[src/rtl/spp_pkg.sv]
// Shared types for the load stride prediction table.
// Assumes: the confidence state fits in two bits; the encoding is internal.
package spp_pkg;

    typedef enum logic [1:0] {
        CS_INIT   = 2'd0,
        CS_TRANS  = 2'd1,
        CS_STEADY = 2'd2,
        CS_NOPRED = 2'd3
    } conf_t;

endpackage

[src/rtl/spp_table.sv]
// Storage of the direct-mapped prediction table.
// Each slot holds a fill flag, tag, previous address, step and confidence.
// Assumes: ENTRIES is a power of two; one read and one write port, the read
// is combinational and a write lands at the clock edge (no bypass needed,
// because the next access reads the slot after the edge).
module spp_table
    import spp_pkg::*;
#(
    parameter int ENTRIES = 16,
    parameter int TAG_W   = 26,
    parameter int ADDR_W  = 32,
    localparam int IDX_W  = $clog2(ENTRIES)
) (
    input  logic              clk,
    input  logic              rst_n,
    input  logic [IDX_W-1:0]  rd_idx,
    output logic              rd_filled,
    output logic [TAG_W-1:0]  rd_tag,
    output logic [ADDR_W-1:0] rd_prev,
    output logic [ADDR_W-1:0] rd_step,
    output conf_t             rd_conf,
    input  logic              wr_en,
    input  logic [IDX_W-1:0]  wr_idx,
    input  logic [TAG_W-1:0]  wr_tag,
    input  logic [ADDR_W-1:0] wr_prev,
    input  logic [ADDR_W-1:0] wr_step,
    input  conf_t             wr_conf
);

    logic              filled_arr [ENTRIES];
    logic [TAG_W-1:0]  tag_arr    [ENTRIES];
    logic [ADDR_W-1:0] prev_arr   [ENTRIES];
    logic [ADDR_W-1:0] step_arr   [ENTRIES];
    conf_t             conf_arr   [ENTRIES];

    for (genvar e = 0; e < ENTRIES; e++) begin : g_slot
        logic              s_filled;
        logic [TAG_W-1:0]  s_tag;
        logic [ADDR_W-1:0] s_prev;
        logic [ADDR_W-1:0] s_step;
        conf_t             s_conf;
        logic              s_we;

        assign s_we = wr_en && (wr_idx == IDX_W'(e));

        // Slot register: cleared by reset, rewritten when selected.
        always_ff @(posedge clk) begin
            if (!rst_n) begin
                s_filled <= 1'b0;
                s_tag    <= '0;
                s_prev   <= '0;
                s_step   <= '0;
                s_conf   <= CS_INIT;
            end else if (s_we) begin
                s_filled <= 1'b1;
                s_tag    <= wr_tag;
                s_prev   <= wr_prev;
                s_step   <= wr_step;
                s_conf   <= wr_conf;
            end
        end

        assign filled_arr[e] = s_filled;
        assign tag_arr[e]    = s_tag;
        assign prev_arr[e]   = s_prev;
        assign step_arr[e]   = s_step;
        assign conf_arr[e]   = s_conf;
    end

    assign rd_filled = filled_arr[rd_idx];
    assign rd_tag    = tag_arr[rd_idx];
    assign rd_prev   = prev_arr[rd_idx];
    assign rd_step   = step_arr[rd_idx];
    assign rd_conf   = conf_arr[rd_idx];

endmodule

[src/rtl/spp_update.sv]
// Combinational evaluation of one access against the slot it indexes.
// Decides hit or miss, whether the step predicted the address, the new
// confidence and step to write back, and whether a prefetch is due.
// Assumes: all arithmetic wraps modulo 2^ADDR_W.
module spp_update
    import spp_pkg::*;
#(
    parameter int TAG_W  = 26,
    parameter int ADDR_W = 32
) (
    input  logic              ent_filled,
    input  logic [TAG_W-1:0]  ent_tag,
    input  logic [ADDR_W-1:0] ent_prev,
    input  logic [ADDR_W-1:0] ent_step,
    input  conf_t             ent_conf,
    input  logic [TAG_W-1:0]  acc_tag,
    input  logic [ADDR_W-1:0] acc_addr,
    output logic              hit,
    output logic              correct,
    output logic [ADDR_W-1:0] new_step,
    output conf_t             new_conf,
    output logic              issue,
    output logic [ADDR_W-1:0] target
);

    logic [ADDR_W-1:0] seen_step;

    // Lookup and prediction test.
    always_comb begin
        hit       = ent_filled && (ent_tag == acc_tag);
        correct   = (acc_addr == ent_prev + ent_step);
        seen_step = acc_addr - ent_prev;
    end

    // Confidence machine and step replacement; a miss reallocates.
    always_comb begin
        new_step = ent_step;
        new_conf = ent_conf;
        if (!hit) begin
            new_step = '0;
            new_conf = CS_INIT;
        end else begin
            unique case (ent_conf)
                CS_INIT: begin
                    if (correct) new_conf = CS_STEADY;
                    else begin
                        new_conf = CS_TRANS;
                        new_step = seen_step;
                    end
                end
                CS_TRANS: begin
                    if (correct) new_conf = CS_STEADY;
                    else begin
                        new_conf = CS_NOPRED;
                        new_step = seen_step;
                    end
                end
                CS_STEADY: begin
                    new_conf = correct ? CS_STEADY : CS_INIT;
                end
                CS_NOPRED: begin
                    if (correct) new_conf = CS_TRANS;
                    else begin
                        new_conf = CS_NOPRED;
                        new_step = seen_step;
                    end
                end
                default: new_conf = CS_INIT;
            endcase
        end
    end

    // Prefetch decision from the state the slot is left in.
    always_comb begin
        issue  = hit && (new_conf == CS_STEADY) && (new_step != '0);
        target = acc_addr + new_step;
    end

endmodule

[src/rtl/stride_pref_predictor.sv]
// Top of the load stride prediction table.
// Splits the program counter into index and tag, evaluates the access,
// writes the slot back and registers the prefetch request.
// Assumes: ALIGN_BITS >= 1, ENTRIES a power of two, PC_W > ALIGN_BITS+IDX_W.
module stride_pref_predictor
    import spp_pkg::*;
#(
    parameter int PC_W       = 32,
    parameter int ADDR_W     = 32,
    parameter int ENTRIES    = 16,
    parameter int ALIGN_BITS = 2
) (
    input  logic              clk,
    input  logic              rst_n,
    input  logic              req_valid,
    input  logic [PC_W-1:0]   req_pc,
    input  logic [ADDR_W-1:0] req_addr,
    output logic              pf_valid,
    output logic [ADDR_W-1:0] pf_addr
);

    localparam int IDX_W = $clog2(ENTRIES);
    localparam int TAG_W = PC_W - IDX_W - ALIGN_BITS;

    logic [IDX_W-1:0]  acc_idx;
    logic [TAG_W-1:0]  acc_tag;
    logic              unused_align;

    logic              ent_filled;
    logic [TAG_W-1:0]  ent_tag;
    logic [ADDR_W-1:0] ent_prev;
    logic [ADDR_W-1:0] ent_step;
    conf_t             ent_conf;

    logic              lookup_hit;
    logic              pred_correct;
    logic [ADDR_W-1:0] wb_step;
    conf_t             wb_conf;
    logic              pf_issue;
    logic [ADDR_W-1:0] pf_target;

    // Field split of the program counter.
    assign acc_idx      = req_pc[ALIGN_BITS +: IDX_W];
    assign acc_tag      = req_pc[PC_W-1 -: TAG_W];
    assign unused_align = ^req_pc[ALIGN_BITS-1:0];

    spp_table #(
        .ENTRIES (ENTRIES),
        .TAG_W   (TAG_W),
        .ADDR_W  (ADDR_W)
    ) u_table (
        .clk       (clk),
        .rst_n     (rst_n),
        .rd_idx    (acc_idx),
        .rd_filled (ent_filled),
        .rd_tag    (ent_tag),
        .rd_prev   (ent_prev),
        .rd_step   (ent_step),
        .rd_conf   (ent_conf),
        .wr_en     (req_valid),
        .wr_idx    (acc_idx),
        .wr_tag    (acc_tag),
        .wr_prev   (req_addr),
        .wr_step   (wb_step),
        .wr_conf   (wb_conf)
    );

    spp_update #(
        .TAG_W  (TAG_W),
        .ADDR_W (ADDR_W)
    ) u_update (
        .ent_filled (ent_filled),
        .ent_tag    (ent_tag),
        .ent_prev   (ent_prev),
        .ent_step   (ent_step),
        .ent_conf   (ent_conf),
        .acc_tag    (acc_tag),
        .acc_addr   (req_addr),
        .hit        (lookup_hit),
        .correct    (pred_correct),
        .new_step   (wb_step),
        .new_conf   (wb_conf),
        .issue      (pf_issue),
        .target     (pf_target)
    );

    // Prefetch request register: one pulse per qualifying access.
    always_ff @(posedge clk) begin
        if (!rst_n) begin
            pf_valid <= 1'b0;
            pf_addr  <= '0;
        end else begin
            pf_valid <= req_valid && pf_issue;
            if (req_valid && pf_issue) pf_addr <= pf_target;
        end
    end

endmodule

[config.mk]
export PLATFORM = sky130hd
export DESIGN_NAME = stride_pref_predictor
export DESIGN_NICKNAME = d
export VERILOG_FILES = /design/src/rtl/spp_pkg.sv /design/src/rtl/spp_table.sv /design/src/rtl/spp_update.sv /design/src/rtl/stride_pref_predictor.sv
export SDC_FILE = /design/constraint.sdc
export NUM_CORES = 2
export LEC_CHECK = 0
export ABC_AREA = 0
export BUFFER_PORTS_ARGS = -buffer_cell sky130_fd_sc_hd__buf_2
export CORE_ASPECT_RATIO = 2
export CORE_UTILIZATION = 54
export DETAILED_ROUTE_END_ITERATION = 12
export HOLD_SLACK_MARGIN = 0.15
export PLACE_DENSITY = 0.73
export SETUP_SLACK_MARGIN = 0.1
export SYNTH_ARGS = -nofsm -noshare
export SYNTH_HDL_FRONTEND = slang
export SYNTH_SLANG_ARGS = --single-unit
export TNS_END_PERCENT = 20
[constraint.sdc]
create_clock -name clk -period 14.15 [get_ports clk]
set_input_delay 3.5375 -clock clk [delete_from_list [all_inputs] [get_ports clk]]
set_output_delay 3.5375 -clock clk [all_outputs]
set_load 0.01 [all_outputs]
==> out/metrics.cfg <==
[timing]
fin_crit_ns=13.21
finalMaxSlewViolations=0
whs_ns=0.450
tns_ns=0
clock_skew_ns=0.0390
tightest_slew_ns=1.41
finalHoldViolations=0
max_freq_ghz=0.0757
min_period_over_period_pct=93.4
setup_viol=0
slew_headroom_pct=5.99
rsz0062_at_grt=no
setup_slack_ns=0.940

[drt]
wl_per_cell_um=25.6
post-route-drc-count=0
wl_um=250000
drtAntennaViolNets=0
drt_pass1_iterations=10
drtIter0Drc=8072
vias_per_cell=6.39
vias=62500

[logic_synthesis]
yosys_warnings=0
synth.most_common_cell=nand2_1
syn_avg_cell_area_um2=8.36
synth_enable_flop_cells=0
netlist.area_leader.share_pct=43.5
netlist_top_cells_count=nand2_1 (3,044), a21oi_1 (1,580), dfxtp_1 (1,521)
async_flop_share_pct=0
synth-seq-cells=1521
synth_cell_type_count=80
synth-main-ff-cell=dfxtp_1
synthesis.nets=8540
synthTopCellsByArea=dfxtp_1 (43%), nand2_1 (16%), mux4_2 (14%)
ys_seq_area_share_pct=43.5
synth_cells=8378
yosys.area.top_type=dfxtp_1
synthesis.area_mm2=0.0701

[critical_path]
startpoint_type=input pin
cp_slowest_stage_delay_ns=1.00
reg2reg_depth=30
cp.required_ns=14.77
crit_family=compound AO/OA/AOI/OAI gates
worstPathMaxFanout=73
r2r_start=u_table.g_slot[7].s_step[21]$_SDFFE_PN0P_
r2r_slack_ns=4.54
endpoint_kind=flip-flop
r2r_end=pf_addr[30]$_SDFFE_PN0P_
critPathKind=in -> reg
path_common_cell=a21o_1
arrival_ns=13.83
cpMaxStageDelayCell=a2111oi_0
path_buf_inv=5

[placed_design]
dpl_cell_area_mm2=0.0714
gp_congestion=1.03
dp_cells=9540
place_ws_ns=0.503
hpwl_um=148000
numPortBuffers=97

[die]
die_area_mm2=0.131
pin_count=100
initial_core_util_pct=54.5
rows=186
fp.dieH_um=511
core_area_mm2=0.128
die_x_um=257

[cts]
root_buffer=clkbuf_16
post_cts_buffers=0
cts_sinks=1521
cts_max_level=4
cts_resized=0
numCtsBuffers=131
clk_latency_ns=0.79
tritoncts=yes
hold_buffers=0
cts.clk_slew.worst_paths_ns=0.06
cts_max_path_buffers=3

[finish]
fin_cells=9777
layout-drive-gt1-share_pct=12.0
syn_to_final_growth_pct=8.13
finish.utilization_pct=59.0
finalInstanceArea_mm2=0.0758
n_fill_cell=11100
nNetsFinal=8143

[power_and_ir_drop]
power.density_mw_per_mm2=114
power_mw=8.63
p_leak_nw=25.4
peakVddDrop_uv=126

[global_routing]
grt_pass1_vias=60600
antenna_found_initial=9
grt_start_max_net_pins=257
overflow=0
grt_pass1_wl_um=370000
grtUsageTotal_pct=37.2

[hold_path]
hold_path_depth=2
holdPathEnd=u_table.g_slot[6].s_step[4]$_SDFFE_PN0P_
hold_path.class=reg -> reg
hp-start=u_table.g_slot[6].s_step[4]$_SDFFE_PN0P_

[outcome]
status=finished clean

[job]
max_cap_viol_count=0

logic make-up (layout without fill, tap and decap cells):
logic type,count (synthesis),after routing,synth area share [%]
AO/OA/AOI/OAI,1876,1876,14.3
XOR/XNOR,116,116,1.45
adder cells (fa/ha/maj),96,96,1.73
buffers and inverters,850,553,4.65
flip-flops,1521,1521,43.5
multiplexers,527,527,15.5
other,0,4,0
AND/OR/NAND/NOR,3392,3392,18.9
worst reg2reg max path, delay by kind of cell (launching register included):
kind,cells,cell delay [ns]
DFF,1,0.31
adders and majority gates,2,0.93
AOI/OAI and AO/OA,15,3.68
xor gates and xnor gates,1,0.10
buffers and inverters,1,0.30
muxes,3,1.24
and+or+nand+nor,8,2.90
layout by cell type (no fill, tap or decap), types with 11 or more instances in the layout:
cell	instances
nand2_1	3032
a21oi_1	1578
dfxtp_1	1521
mux4_2	443
buf_4	151
nor2_1	135
clkbuf_16	132
ha_1	93
buf_2	93
o21ai_0	79
xnor2_1	70
mux2i_1	70
inv_1	53
a21o_1	47
xor2_1	46
clkbuf_1	38
nand3_1	35
nand4_1	30
clkbuf_8	30
o21a_1	25
a211oi_1	20
nand2b_1	19
buf_12	18
nor2b_1	17
mux2_2	14
o21bai_1	14
nor3_1	13
nor2_4	12
nand2_4	12
o31ai_1	11
a41oi_1	11
sequential cells by signal, summed over array words and instances (netlist names):
register                 flops
pf_addr                     32
pf_valid                     1
u_table.g_slot.s_tag       416
u_table.g_slot.s_prev      512
u_table.g_slot.s_step      512
u_table.g_slot.s_filled     16
u_table.g_slot.s_conf       32
per-layer routing:
layer  GRT usage [%]  vias to the layer above  wire [um]
met2            62.0                     3867     119000
met4            30.7                        6      23700
met3            7.18                     1184      25100
met5               0                        -         34
met1            41.0                    29900      81900
li1                -                    27500          -
final cells by class:
class                   count  area [um2]  area share, %
clock inverters            35         498          0.657
inverters                  54         210          0.277
flip-flops and latches   1521       30400           40.2
multi-input cells        6007       36600           48.3
diodes                      4        10.0         0.0132
repair buffers            266        2020           2.66
well taps                1692        2120           2.79
clock buffers             198        3830           5.06
worst max path at each step:
stage          slack (ns)  startpoint                       end  cells after the start
4_1_cts              1.24   req_pc[2]  pf_addr[30]$_SDFFE_PN0P_                     34
5_1_grt              0.75   req_pc[2]  pf_addr[31]$_SDFFE_PN0P_                     33
2_1_floorplan        0.11   req_pc[3]  pf_addr[30]$_SDFFE_PN0P_                     47
6_report             0.94   req_pc[2]  pf_addr[30]$_SDFFE_PN0P_                     34
3_5_place_dp         0.50   req_pc[2]  pf_addr[30]$_SDFFE_PN0P_                     34
3_3_place_gp         0.61   req_pc[2]  pf_addr[30]$_SDFFE_PN0P_                     35
report_power, final:
group | total (mW) | leakage (nW) | internal [mW] | switching, mW
clock network | 3.71 | 2.11 | 2.01 | 1.70
logic | 0.595 | 11.0 | 0.174 | 0.422
registers | 4.33 | 12.3 | 4.31 | 0.0171
No activity file was read; power rests on OpenSTA's default activity.
